$ cat src/rtl/dram_bank_pkg.sv
// Shared types for the paged DRAM window controller.
// Assumes nothing beyond IEEE 1800-2017 enum support.
package dram_bank_pkg;

    // Sequencer states: idle, window access phases, refresh pulse
    typedef enum logic [2:0] {
        SQ_IDLE,
        SQ_ADR,
        SQ_ROW,
        SQ_MUX,
        SQ_CAS,
        SQ_REF
    } sq_state_t;

    // Source selection for the shared DRAM address bus
    typedef enum logic [1:0] {
        AM_REF,
        AM_ROW,
        AM_COL
    } amux_sel_t;

endpackage

$ cat src/rtl/bank_page_reg.sv
// Page mapping register.
// Holds the page number that selects which slice of DRAM the processor
// window shows. Writable and readable at one fixed address while phi2 is
// high. Assumes PAGE_W <= CPU_DW and that MAP_ADDR lies outside the window.
module bank_page_reg #(
    parameter int                CPU_AW   = 16,
    parameter int                CPU_DW   = 8,
    parameter int                PAGE_W   = 7,
    parameter logic [CPU_AW-1:0] MAP_ADDR = 16'h7F00
) (
    input  logic              clk,
    input  logic              rst_n,
    input  logic              phi2,
    input  logic [CPU_AW-1:0] addr,
    input  logic              rw,
    input  logic [CPU_DW-1:0] wdata,
    output logic [PAGE_W-1:0] page,
    output logic              rd_hit,
    output logic [CPU_DW-1:0] rd_data
);

    logic hit;
    logic wr_en;

    assign hit    = (addr == MAP_ADDR);
    assign wr_en  = phi2 && hit && !rw;
    assign rd_hit = phi2 && hit && rw;

    // Load the page number on a processor write to the mapping address
    always_ff @(posedge clk) begin
        if (!rst_n) begin
            page <= '0;
        end else if (wr_en) begin
            page <= wdata[PAGE_W-1:0];
        end
    end

    // Read-back path: zero-pad the page number to the data width
    generate
        if (CPU_DW > PAGE_W) begin : g_pad
            logic unused_wd_hi;
            assign unused_wd_hi = ^wdata[CPU_DW-1:PAGE_W];
            assign rd_data      = {{(CPU_DW-PAGE_W){1'b0}}, page};
        end else begin : g_full
            assign rd_data = page;
        end
    endgenerate

endmodule

$ cat src/rtl/bank_addr_split.sv
// Physical address former and multiplexer.
// Latches {page, offset} at the start of a window access. Then drives the
// high-order half (row), the low-order half (column) or the refresh row
// onto the shared DRAM address bus. Assumes PAGE_W + OFS_W == 2 * MA_W.
module bank_addr_split
    import dram_bank_pkg::*;
#(
    parameter int PAGE_W = 7,
    parameter int OFS_W  = 15,
    parameter int MA_W   = 11
) (
    input  logic              clk,
    input  logic              rst_n,
    input  logic              load,
    input  logic [PAGE_W-1:0] page,
    input  logic [OFS_W-1:0]  offset,
    input  amux_sel_t         sel,
    input  logic [MA_W-1:0]   ref_row,
    output logic [MA_W-1:0]   ma
);

    localparam int PHYS_W = PAGE_W + OFS_W;

    logic [PHYS_W-1:0] phys_q;
    logic [MA_W-1:0]   row_half;
    logic [MA_W-1:0]   col_half;

    // Capture the physical address so it stays steady through the access
    always_ff @(posedge clk) begin
        if (!rst_n) begin
            phys_q <= '0;
        end else if (load) begin
            phys_q <= {page, offset};
        end
    end

    assign row_half = phys_q[PHYS_W-1 -: MA_W];
    assign col_half = phys_q[MA_W-1:0];

    // Select which address half or the refresh row is on the bus
    always_comb begin
        case (sel)
            AM_ROW:  ma = row_half;
            AM_COL:  ma = col_half;
            default: ma = ref_row;
        endcase
    end

endmodule

$ cat src/rtl/bank_access_seq.sv
// Strobe sequencer with hidden refresh.
// During phi2 high, a window hit runs: address setup, RAS, column switch,
// CAS, then hold until phi2 falls. During phi2 low, one RAS-only refresh
// of REF_CLKS clocks runs from an internal row counter. Strobes are decoded
// from the state register. Assumes phi2 is synchronous to clk, the high
// phase lasts at least 4 clocks and REF_CLKS >= 2.
module bank_access_seq
    import dram_bank_pkg::*;
#(
    parameter int REF_CLKS = 2,
    parameter int MA_W     = 11
) (
    input  logic            clk,
    input  logic            rst_n,
    input  logic            phi2,
    input  logic            phi2_rise,
    input  logic            win_sel,
    input  logic            cpu_rw,
    output logic            load_addr,
    output amux_sel_t       amux,
    output logic [MA_W-1:0] ref_row,
    output logic            ras_n,
    output logic            cas_n,
    output logic            we_n
);

    localparam int RC_W = (REF_CLKS > 1) ? $clog2(REF_CLKS) : 1;

    sq_state_t       st;
    sq_state_t       st_nx;
    logic [RC_W-1:0] rcnt;
    logic            ref_pend;
    logic            ref_last;
    logic            wr_q;

    assign ref_last  = (st == SQ_REF) && (rcnt == RC_W'(REF_CLKS - 1));
    assign load_addr = (st == SQ_IDLE) && phi2 && win_sel;

    // Next-state choice: access has the high phase, refresh the low phase
    always_comb begin
        st_nx = st;
        case (st)
            SQ_IDLE: begin
                if (phi2 && win_sel)       st_nx = SQ_ADR;
                else if (!phi2 && ref_pend) st_nx = SQ_REF;
            end
            SQ_ADR:  st_nx = SQ_ROW;
            SQ_ROW:  st_nx = SQ_MUX;
            SQ_MUX:  st_nx = SQ_CAS;
            SQ_CAS:  if (!phi2) st_nx = SQ_IDLE;
            SQ_REF:  if (ref_last) st_nx = SQ_IDLE;
            default: st_nx = SQ_IDLE;
        endcase
    end

    // State register
    always_ff @(posedge clk) begin
        if (!rst_n) st <= SQ_IDLE;
        else        st <= st_nx;
    end

    // Remember whether the window access being run is a write
    always_ff @(posedge clk) begin
        if (!rst_n)         wr_q <= 1'b0;
        else if (load_addr) wr_q <= !cpu_rw;
    end

    // Count the length of the refresh RAS pulse
    always_ff @(posedge clk) begin
        if (!rst_n || st != SQ_REF) rcnt <= '0;
        else                        rcnt <= rcnt + 1'b1;
    end

    // One refresh owed per processor cycle: armed on rise, cleared when done
    always_ff @(posedge clk) begin
        if (!rst_n)         ref_pend <= 1'b0;
        else if (phi2_rise) ref_pend <= 1'b1;
        else if (ref_last)  ref_pend <= 1'b0;
    end

    // Refresh row counter, wraps at the top row
    always_ff @(posedge clk) begin
        if (!rst_n)        ref_row <= '0;
        else if (ref_last) ref_row <= ref_row + 1'b1;
    end

    // Strobe and mux decode from the registered state
    always_comb begin
        ras_n = !(st == SQ_ROW || st == SQ_MUX || st == SQ_CAS || st == SQ_REF);
        cas_n = !(st == SQ_CAS);
        we_n  = !(wr_q && (st == SQ_MUX || st == SQ_CAS));
        case (st)
            SQ_ADR, SQ_ROW: amux = AM_ROW;
            SQ_MUX, SQ_CAS: amux = AM_COL;
            default:        amux = AM_REF;
        endcase
    end

endmodule

$ cat src/rtl/bank_rate_mon.sv
// Refresh rate monitor.
// Measures each phi2 rise-to-rise period in system clocks. Raises a sticky
// flag when a period exceeds MAX_CYC_CLKS, because one refresh per cycle
// would then not cover every row within the retention time.
module bank_rate_mon #(
    parameter int MAX_CYC_CLKS = 244
) (
    input  logic clk,
    input  logic rst_n,
    input  logic phi2_rise,
    output logic slow
);

    localparam int CW = $clog2(MAX_CYC_CLKS + 1);

    logic [CW-1:0] cnt;
    logic          at_limit;

    assign at_limit = (cnt == CW'(MAX_CYC_CLKS - 1));

    // Clocks since the last phi2 rise, saturating at the limit
    always_ff @(posedge clk) begin
        if (!rst_n || phi2_rise) cnt <= '0;
        else if (!at_limit)      cnt <= cnt + 1'b1;
    end

    // Sticky flag: set when a period runs past the limit
    always_ff @(posedge clk) begin
        if (!rst_n)                     slow <= 1'b0;
        else if (at_limit && !phi2_rise) slow <= 1'b1;
    end

endmodule

$ cat src/rtl/paged_dram_ctrl.sv
// Paged DRAM window controller, top level.
// Maps the upper half of a 16-bit processor space onto a 4M x 8 DRAM
// through a page register. Multiplexes row and column on one address bus,
// sequences RAS/CAS/WE and hides one refresh in every phi2 low phase.
// Assumes phi2 is synchronous to clk and MAP_ADDR has bit 15 clear.
module paged_dram_ctrl
    import dram_bank_pkg::*;
#(
    parameter int                CPU_AW       = 16,
    parameter int                CPU_DW       = 8,
    parameter int                PAGE_W       = 7,
    parameter int                MA_W         = 11,
    parameter logic [CPU_AW-1:0] MAP_ADDR     = 16'h7F00,
    parameter int                REF_CLKS     = 2,
    parameter int                SYS_CLK_KHZ  = 250000,
    parameter int                RETENTION_MS = 2
) (
    input  logic              clk,
    input  logic              rst_n,
    input  logic              cpu_phi2,
    input  logic [CPU_AW-1:0] cpu_addr,
    input  logic              cpu_rw,
    input  logic [CPU_DW-1:0] cpu_wdata,
    output logic              map_rd_hit,
    output logic [CPU_DW-1:0] map_rd_data,
    output logic [MA_W-1:0]   dram_addr,
    output logic              dram_ras_n,
    output logic              dram_cas_n,
    output logic              dram_we_n,
    output logic              refresh_slow
);

    localparam int ROWS         = 1 << MA_W;
    localparam int OFS_W        = CPU_AW - 1;
    localparam int MAX_CYC_CLKS = (SYS_CLK_KHZ * RETENTION_MS) / ROWS;

    logic              phi2_q;
    logic              phi2_rise;
    logic [PAGE_W-1:0] page;
    logic              load_addr;
    amux_sel_t         amux;
    logic [MA_W-1:0]   ref_row;

    // Previous phi2 level, used for rise detection
    always_ff @(posedge clk) begin
        if (!rst_n) phi2_q <= 1'b0;
        else        phi2_q <= cpu_phi2;
    end

    assign phi2_rise = cpu_phi2 && !phi2_q;

    bank_page_reg #(
        .CPU_AW  (CPU_AW),
        .CPU_DW  (CPU_DW),
        .PAGE_W  (PAGE_W),
        .MAP_ADDR(MAP_ADDR)
    ) u_page (
        .clk    (clk),
        .rst_n  (rst_n),
        .phi2   (cpu_phi2),
        .addr   (cpu_addr),
        .rw     (cpu_rw),
        .wdata  (cpu_wdata),
        .page   (page),
        .rd_hit (map_rd_hit),
        .rd_data(map_rd_data)
    );

    bank_access_seq #(
        .REF_CLKS(REF_CLKS),
        .MA_W    (MA_W)
    ) u_seq (
        .clk      (clk),
        .rst_n    (rst_n),
        .phi2     (cpu_phi2),
        .phi2_rise(phi2_rise),
        .win_sel  (cpu_addr[CPU_AW-1]),
        .cpu_rw   (cpu_rw),
        .load_addr(load_addr),
        .amux     (amux),
        .ref_row  (ref_row),
        .ras_n    (dram_ras_n),
        .cas_n    (dram_cas_n),
        .we_n     (dram_we_n)
    );

    bank_addr_split #(
        .PAGE_W(PAGE_W),
        .OFS_W (OFS_W),
        .MA_W  (MA_W)
    ) u_addr (
        .clk    (clk),
        .rst_n  (rst_n),
        .load   (load_addr),
        .page   (page),
        .offset (cpu_addr[OFS_W-1:0]),
        .sel    (amux),
        .ref_row(ref_row),
        .ma     (dram_addr)
    );

    bank_rate_mon #(
        .MAX_CYC_CLKS(MAX_CYC_CLKS)
    ) u_rate (
        .clk      (clk),
        .rst_n    (rst_n),
        .phi2_rise(phi2_rise),
        .slow     (refresh_slow)
    );

endmodule

$ cat config.mk
export PLATFORM = sky130hd
export DESIGN_NAME = paged_dram_ctrl
export DESIGN_NICKNAME = d
export VERILOG_FILES = /design/src/rtl/dram_bank_pkg.sv /design/src/rtl/bank_page_reg.sv /design/src/rtl/bank_addr_split.sv /design/src/rtl/bank_access_seq.sv /design/src/rtl/bank_rate_mon.sv /design/src/rtl/paged_dram_ctrl.sv
export SDC_FILE = /design/constraint.sdc
export NUM_CORES = 1
export LEC_CHECK = 0
export ABC_AREA = 1
export BUFFER_PORTS_ARGS = -buffer_cell sky130_fd_sc_hd__clkbuf_2
export CAP_MARGIN = 20
export CORE_UTILIZATION = 40
export CTS_BUF_LIST = sky130_fd_sc_hd__clkbuf_16
export CTS_CLUSTER_DIAMETER = 80
export DETAILED_ROUTE_END_ITERATION = 6
export GPL_ROUTABILITY_DRIVEN = 0
export HOLD_SLACK_MARGIN = 0.1
export PLACE_DENSITY = 0.57
export SLEW_MARGIN = 30
export SYNTH_ARGS = -nofsm -noshare
export SYNTH_HDL_FRONTEND = slang
export SYNTH_SLANG_ARGS = --single-unit
$ cat constraint.sdc
create_clock -name clk -period 2.3 [get_ports clk]
set_input_delay 0.345 -clock clk [delete_from_list [all_inputs] [get_ports clk]]
set_output_delay 0.345 -clock clk [all_outputs]
set_load 0.03 [all_outputs]
==> results.yml, run 1 <==
yosys:
  post-synth-top-area-fraction: 0.4060
  post_synth_inst_count: 398
  synth.most_common_cell: "sky130_fd_sc_hd__inv_1"
  synth_flop_cell: "sky130_fd_sc_hd__dfxtp_1"
  synth-seq-area-share: 0.4060
  ys_top_cells_by_area: "sky130_fd_sc_hd__dfxtp_1 41%, sky130_fd_sc_hd__inv_1 10%, sky130_fd_sc_hd__nand2_1 8.8%"
  syn_nets: 430
  synth_commonest_cells: "74 x sky130_fd_sc_hd__inv_1, 65 x sky130_fd_sc_hd__nand2_1, 56 x sky130_fd_sc_hd__dfxtp_1"
  synth-edff-count: 0
  synth.yosys.warnings: 0
  synthesis.area_per_instance_sq_um: 6.938
  ys_seq_elements: 56
  synth.lib_cells_used.distinct: 29
  syn_area_sq_um: 2761
  synth_top_cell_by_area: "sky130_fd_sc_hd__dfxtp_1"
  ys_async_sr_fraction: 0
cells_and_area:
  area.growth.synth_to_final_pct: 22.88
  final_area_sq_um: 3393
  post_route_cells_drive_above_1_share: 0.2230
  antenna_cells: 0
  final_design_utilization: 0.5224
  final_net_count: 484
  n_fill_cell: 693
timing:
  timing_hold_violations_final: 0
  timing.clock.skew_ns: 0.009442
  min_period_ns: 2.210
  rsz0062_at_grt: "yes"
  fmax_ghz: 0.4526
  setup_viol: 0
  fin_crit_sh: 0.9607
  timing_max_transition_violations_final: 0
pwr:
  netSwitchingFraction: 0.3761
  sequentialPowerShare: 0.359
  powerDensity_nw_per_um2: 951.1
  p_comb_frac: 0.418
  peak_supply_drop_uv: 704.1
  netSwitchingPower_mw: 1.214
  p_leak_nw: 1.420
  power.clock.fraction: 0.223
  power_mw: 3.227
  p_int_mw: 2.014
run_status:
  status: "complete, no violations"
placed_design:
  port_buffers: 49
  placed_area_sq_um: 3123
  dp_hpwl_um: 4574
die:
  floorplan.initialDensity: 0.4252
  floorplan.die_area_sq_um: 7239
  io_pins: 52
  chipHeight_um: 85.09
  core-area_sq_um: 6495
  floorplan.rows: 29
  dieWidth_um: 85.09
clock_network:
  cts_root_buffer: "sky130_fd_sc_hd__clkbuf_16"
  tritoncts_num_sinks: 56
  htreeDepth: 2
  post_cts_hold_buffer_count: 0
  clk_pin_slew_worst_paths_ns: 0.07
  ctsLongestPathBuffers: 2
  cts_inserted_buffers: 5
  postCtsSetupRepairBufs: 0
  clock_insertion_delay_worst_skew_ns: 0.29
  tritoncts: "done"
global_routing:
  number_of_global_route_vias_before_repair: 2388
  largest_net_degree_at_the_start_of_global_routing: 47
  global_route.overflow_total: 0
  grt_pass1_wl_um: 10540
  antenna_violations_before_repair: 0
  global_route.usage.total: 0.1808
critical_path:
  worst-endpoint-required_ns: 1.96
  crit_fanout: 10
  critPathKind: "flop to output port"
  crit_chain: "inv_2 -> nand2_2 -> nor2_1 -> inv_1 -> nand2_2 -> inv_2 -> ha_4 -> clkinv_1 -> buf_6 -> o22ai_1 -> nand2_1 -> o21ai_1 -> buf_4"
  critical_path.endpoint_type: "output port"
  critical_path.slowest_cell: "sky130_fd_sc_hd__dfxtp_4"
  cp_slowest_stage_delay_ns: 0.38
  startpoint_type: "flop"
  worst-endpoint-arrival_ns: 1.86
routing:
  initial_drt_pass_iterations: 4
  iter_0_drt_violations: 79
  detail_route.vias_per_cell: 4.900
  postRouteWirelength_um: 6222
  drcViolationCount: 0
  route.detailed.wl_per_inst_um: 11.74
  ant_nets: 0
  dr_total_vias: 2597
worst_hold_path:
  worst_min_delay_path_category: "input port to flop"
job:
  max_cap_viol_count: 0
-- path summary, 6_finish.rpt --
path	end	startpoint	cells past startpoint	slack, ns
max reg2reg	u_addr.phys_q[3]$_SDFFE_PN0P_	u_seq.st[0]$_SDFFE_PN0P_	7	0.74
max	dram_addr[6]	u_seq.st[0]$_SDFFE_PN0P_	13	0.09
min reg2reg	u_addr.phys_q[2]$_SDFFE_PN0P_	u_addr.phys_q[2]$_SDFFE_PN0P_	2	0.45
min	u_addr.phys_q[1]$_SDFFE_PN0P_	cpu_addr[1]	3	0.36
-- logic make-up (layout without fill, tap and decap cells) --
group	count (synthesis)	after routing	synth area share
other	1	1	0.001358
AO/OA/AOI/OAI	92	92	0.1713
adder cells (fa/ha/maj)	4	4	0.01812
buffers and inverters	95	150	0.1386
flip-flops	56	56	0.4060
AND/OR/NAND/NOR	150	150	0.2646
-- power groups by stage --
stage	sequential, mW	combinational (mW)	clock, mW
after floorplan	1.14	0.817	0
after global placement	1.16	1.19	0
after detailed placement	1.17	1.20	0
after CTS	1.15	1.25	0.742
after global routing	1.17	1.50	0.781
final	1.16	1.35	0.720
-- layout by cell type (no fill, tap or decap), types with 3 or more instances in the layout --
| cell | instances |
|---|---|
| sky130_fd_sc_hd__o21ai_0 | 25 |
| sky130_fd_sc_hd__nor3_1 | 5 |
| sky130_fd_sc_hd__inv_2 | 7 |
| sky130_fd_sc_hd__nand2_1 | 63 |
| sky130_fd_sc_hd__buf_4 | 16 |
| sky130_fd_sc_hd__o22ai_1 | 3 |
| sky130_fd_sc_hd__a21oi_1 | 39 |
| sky130_fd_sc_hd__nor2_4 | 4 |
| sky130_fd_sc_hd__clkbuf_2 | 39 |
| sky130_fd_sc_hd__nor2_1 | 32 |
| sky130_fd_sc_hd__inv_1 | 73 |
| sky130_fd_sc_hd__dfxtp_1 | 53 |
| sky130_fd_sc_hd__o22ai_2 | 6 |
| sky130_fd_sc_hd__o21ai_1 | 16 |
| sky130_fd_sc_hd__nand4_1 | 15 |
| sky130_fd_sc_hd__clkbuf_16 | 5 |
| sky130_fd_sc_hd__nand2_2 | 3 |
| sky130_fd_sc_hd__clkinv_1 | 4 |
| sky130_fd_sc_hd__nand3_1 | 17 |
| sky130_fd_sc_hd__buf_6 | 4 |
-- state kept, by name, summed over array words and instances (netlist names) --
signal and cells:
u_seq.wr_q 1, u_seq.ref_pend 1, u_addr.phys_q 22, u_seq.rcnt 1, phi2_q 1, u_rate.cnt 8
u_rate.slow 1, u_seq.st 3, u_page.page 7, u_seq.ref_row 11
-- critical path, delay by kind of cell, from the launching register on --
family,cells,cell delay [ns]
AO/OA/AOI/OAI,2,0.27
adder cells (fa/ha/maj),1,0.13
flip-flops,1,0.38
buffers and inverters,6,0.58
AND/OR/NAND/NOR,4,0.23
-- area by class of cell --
type	instances	area (sq um)	share of cell area
Multi-Input combinational cell	247	1339	0.3945
Sequential cell	56	1130	0.3330
Timing Repair Buffer	60	380.4	0.1121
Inverter	82	307.8	0.09071
Clock buffer	5	125.1	0.03687
Tap cell	77	96.34	0.02839
Clock inverter	3	15.01	0.004425
-- metrics by stage --
step / hold WS, ns / worst slack (ns) / TNS (ns) / cells
6_report: 0.3565 / 0.09043 / 0 / 530
5_1_grt: 0.3823 / -0.05852 / -0.2347 / 530
4_1_cts: 0.3560 / -0.01126 / -0.01126 / 530
3_5_place_dp: 0.4430 / 0.1587 / 0 / 522
3_3_place_gp: 0.4382 / 0.1648 / 0 / 522
2_1_floorplan: 0.4240 / -0.006135 / -0.06135 / 398
-- metal layers --
metal	vias up	track usage	wire length [um]
met5	-	0	0
li1	1388	-	-
met3	2	0.02918	183
met4	0	0.03698	24
met1	1171	0.2453	3210
met2	36	0.3043	2803
-- repair_timing --
action,CTS,global route
resized for setup,20,27
endpoints found under the setup margin,11,11
cloned,0,0
No activity file was read; power rests on OpenSTA's default activity.
==> run 2: changes to the inputs <==
--- a/config.mk
+++ b/config.mk
@@ -8,13 +8,13 @@
 export ABC_AREA = 1
 export BUFFER_PORTS_ARGS = -buffer_cell sky130_fd_sc_hd__clkbuf_2
 export CAP_MARGIN = 20
-export CORE_UTILIZATION = 40
+export CORE_UTILIZATION = 30
 export CTS_BUF_LIST = sky130_fd_sc_hd__clkbuf_16
 export CTS_CLUSTER_DIAMETER = 80
 export DETAILED_ROUTE_END_ITERATION = 6
 export GPL_ROUTABILITY_DRIVEN = 0
 export HOLD_SLACK_MARGIN = 0.1
-export PLACE_DENSITY = 0.57
+export PLACE_DENSITY = 0.44
 export SLEW_MARGIN = 30
 export SYNTH_ARGS = -nofsm -noshare
 export SYNTH_HDL_FRONTEND = slang
==> results.yml, run 2 (synthesis results as in run 1) <==
placed_design:
  dp_worst_setup_slack_ns: 0.1019
  port_buffers: 49
  dp_hpwl_um: 5041
  placed_area_sq_um: 3169
die:
  floorplan.rows: 34
  io_pins: 52
  chipHeight_um: 97.94
  floorplan.die_area_sq_um: 9592
  core-area_sq_um: 8806
  dieWidth_um: 97.94
  floorplan.initialDensity: 0.3136
clock_network:
  tritoncts: "done"
  cts_root_buffer: "sky130_fd_sc_hd__clkbuf_16"
  cts_inserted_buffers: 5
  clock_insertion_delay_worst_skew_ns: 0.29
  tritoncts_num_sinks: 56
  htreeDepth: 2
  clk_pin_slew_worst_paths_ns: 0.07
  post_cts_hold_buffer_count: 0
  ctsLongestPathBuffers: 2
critical_path:
  crit_fanout: 10
  cp-startpoint: "u_seq.st[0]$_SDFFE_PN0P_"
  worstReg2RegStart: "u_seq.st[0]$_SDFFE_PN0P_"
  critPathKind: "flop to output port"
  startpoint_type: "flop"
  worst-endpoint-required_ns: 1.96
  critical_path.endpoint_type: "output port"
  worst-endpoint-arrival_ns: 1.87
pwr:
  powerDensity_nw_per_um2: 1001
  p_leak_nw: 1.470
  power_mw: 3.564
  netSwitchingFraction: 0.3805
  power.clock.fraction: 0.208
  sequentialPowerShare: 0.324
  netSwitchingPower_mw: 1.356
  p_comb_frac: 0.468
  peak_supply_drop_uv: 343.2
  p_int_mw: 2.208
run_status:
  violations: "DRC"
  status: "finished with violations"
routing:
  ant_nets: 0
  dr_total_vias: 2580
  iter_0_drt_violations: 88
  postRouteWirelength_um: 6859
  detail_route.vias_per_cell: 4.550
  route.detailed.wl_per_inst_um: 12.10
  initial_drt_pass_iterations: 6
  drcViolationCount: 1
timing:
  setup_viol: 0
  fin_worst_hold_slack_ns: 0.3438
  fin_crit_sh: 0.9647
  timing.clock.skew_ns: 0.004622
  post-route-worst-setup-slack_ns: 0.08112
  timing_max_transition_violations_final: 0
  min_period_ns: 2.219
  timing_hold_violations_final: 0
  fmax_ghz: 0.4507
global_routing:
  antenna_violations_before_repair: 0
  largest_net_degree_at_the_start_of_global_routing: 47
  grt_pass1_wl_um: 11470
  global_route.usage.total: 0.1478
  number_of_global_route_vias_before_repair: 2444
  global_route.overflow_total: 0
cells_and_area:
  final_net_count: 490
  register_with_the_most_flip_flops: "u_addr.phys_q"
  layout.cells.most_common_list: "72 x sky130_fd_sc_hd__inv_1, 63 x sky130_fd_sc_hd__nand2_1, 53 x sky130_fd_sc_hd__dfxtp_1, 39 x sky130_fd_sc_hd__a21oi_1, 38 x sky130_fd_sc_hd__clkbuf_2"
  n_fill_cell: 936
  largest_reg_flops: 22
  largest_registers: "u_addr.phys_q (22), u_seq.ref_row (11), u_rate.cnt (8)"
  area.growth.synth_to_final_pct: 28.91
  final_area_sq_um: 3560
  post_route_cells_drive_above_1_share: 0.2484
  antenna_cells: 0
  final_design_utilization: 0.4042
  layout.cells.most_common: "sky130_fd_sc_hd__inv_1"
job:
  max_cap_viol_count: 0
worst_hold_path:
  worst_min_delay_path_category: "input port to flop"
  hold_path.startpoint: "cpu_addr[13]"
==> run 2: changes by cell type in the layout (fill, tap and decap cells not counted), sizes merged <==
cell and delta:
clkbuf +4, buf +2, clkinv -1, inv +1
==> run 2: final timing paths <==
check,endpoint,slack [ns],cells after the start
hold reg to reg,u_addr.phys_q[3]$_SDFFE_PN0P_,0.45,2
setup / recovery,dram_addr[2],0.08,11
setup reg to reg,u_addr.phys_q[6]$_SDFFE_PN0P_,0.71,7
hold / removal,u_addr.phys_q[13]$_SDFFE_PN0P_,0.34,3
==> run 2: final cells by class <==
| type | instances | area [sq um] | area share |
|---|---|---|---|
| Clock buffer | 5 | 125.1 | 0.03515 |
| Tap cell | 108 | 135.1 | 0.03796 |
| Sequential cell | 56 | 1130 | 0.3174 |
| Timing Repair Buffer | 66 | 462.9 | 0.1301 |
| Multi-Input combinational cell | 247 | 1376 | 0.3866 |
| Inverter | 82 | 315.3 | 0.08858 |
| Clock inverter | 3 | 15.01 | 0.004218 |
==> run 2: routing by layer <==
metal / up-vias / track usage / wire [um]
li1: 1399 / - / -
met1: 1135 / 0.1805 / 3221
met2: 41 / 0.2633 / 3371
met3: 5 / 0.02792 / 205
met4: 0 / 0.04196 / 61
met5: - / 0 / 0
==> run 2: critical path, stage by stage (launching register included) <==
cell                        delay (ns)
sky130_fd_sc_hd__dfxtp_4          0.36
sky130_fd_sc_hd__inv_2            0.05
sky130_fd_sc_hd__nand2_2          0.05
sky130_fd_sc_hd__nor2_1           0.08
sky130_fd_sc_hd__inv_1            0.07
sky130_fd_sc_hd__nand2_2          0.11
sky130_fd_sc_hd__inv_2            0.06
sky130_fd_sc_hd__ha_4             0.27
sky130_fd_sc_hd__inv_4            0.05
sky130_fd_sc_hd__clkbuf_16        0.16
sky130_fd_sc_hd__o21ai_2          0.15
sky130_fd_sc_hd__clkbuf_8         0.18
==> run 2: per-stage QoR <==
stage	cells	setup TNS (ns)
after CTS	562	0
after detailed placement	554	0
after global placement	554	0
final	567	0
after global routing	567	-0.08298
after floorplan	398	-0.06135
==> run 2: power groups by stage <==
stage	Clock [mW]	Combinational (mW)	Sequential, mW
CTS	0.769	1.35	1.15
floorplan	0	0.817	1.14
detailed placement	0	1.23	1.17
finish	0.740	1.67	1.16
global placement	0	1.23	1.16
global route	0.812	1.82	1.17
==> run 2: timing repair <==
action | 4_1_cts | 5_1_grt
buffers inserted | 0 | 4
pin swaps | 1 | 5
setup endpoints to repair | 11 | 11
gates resized for setup | 35 | 23
cloned | 0 | 1
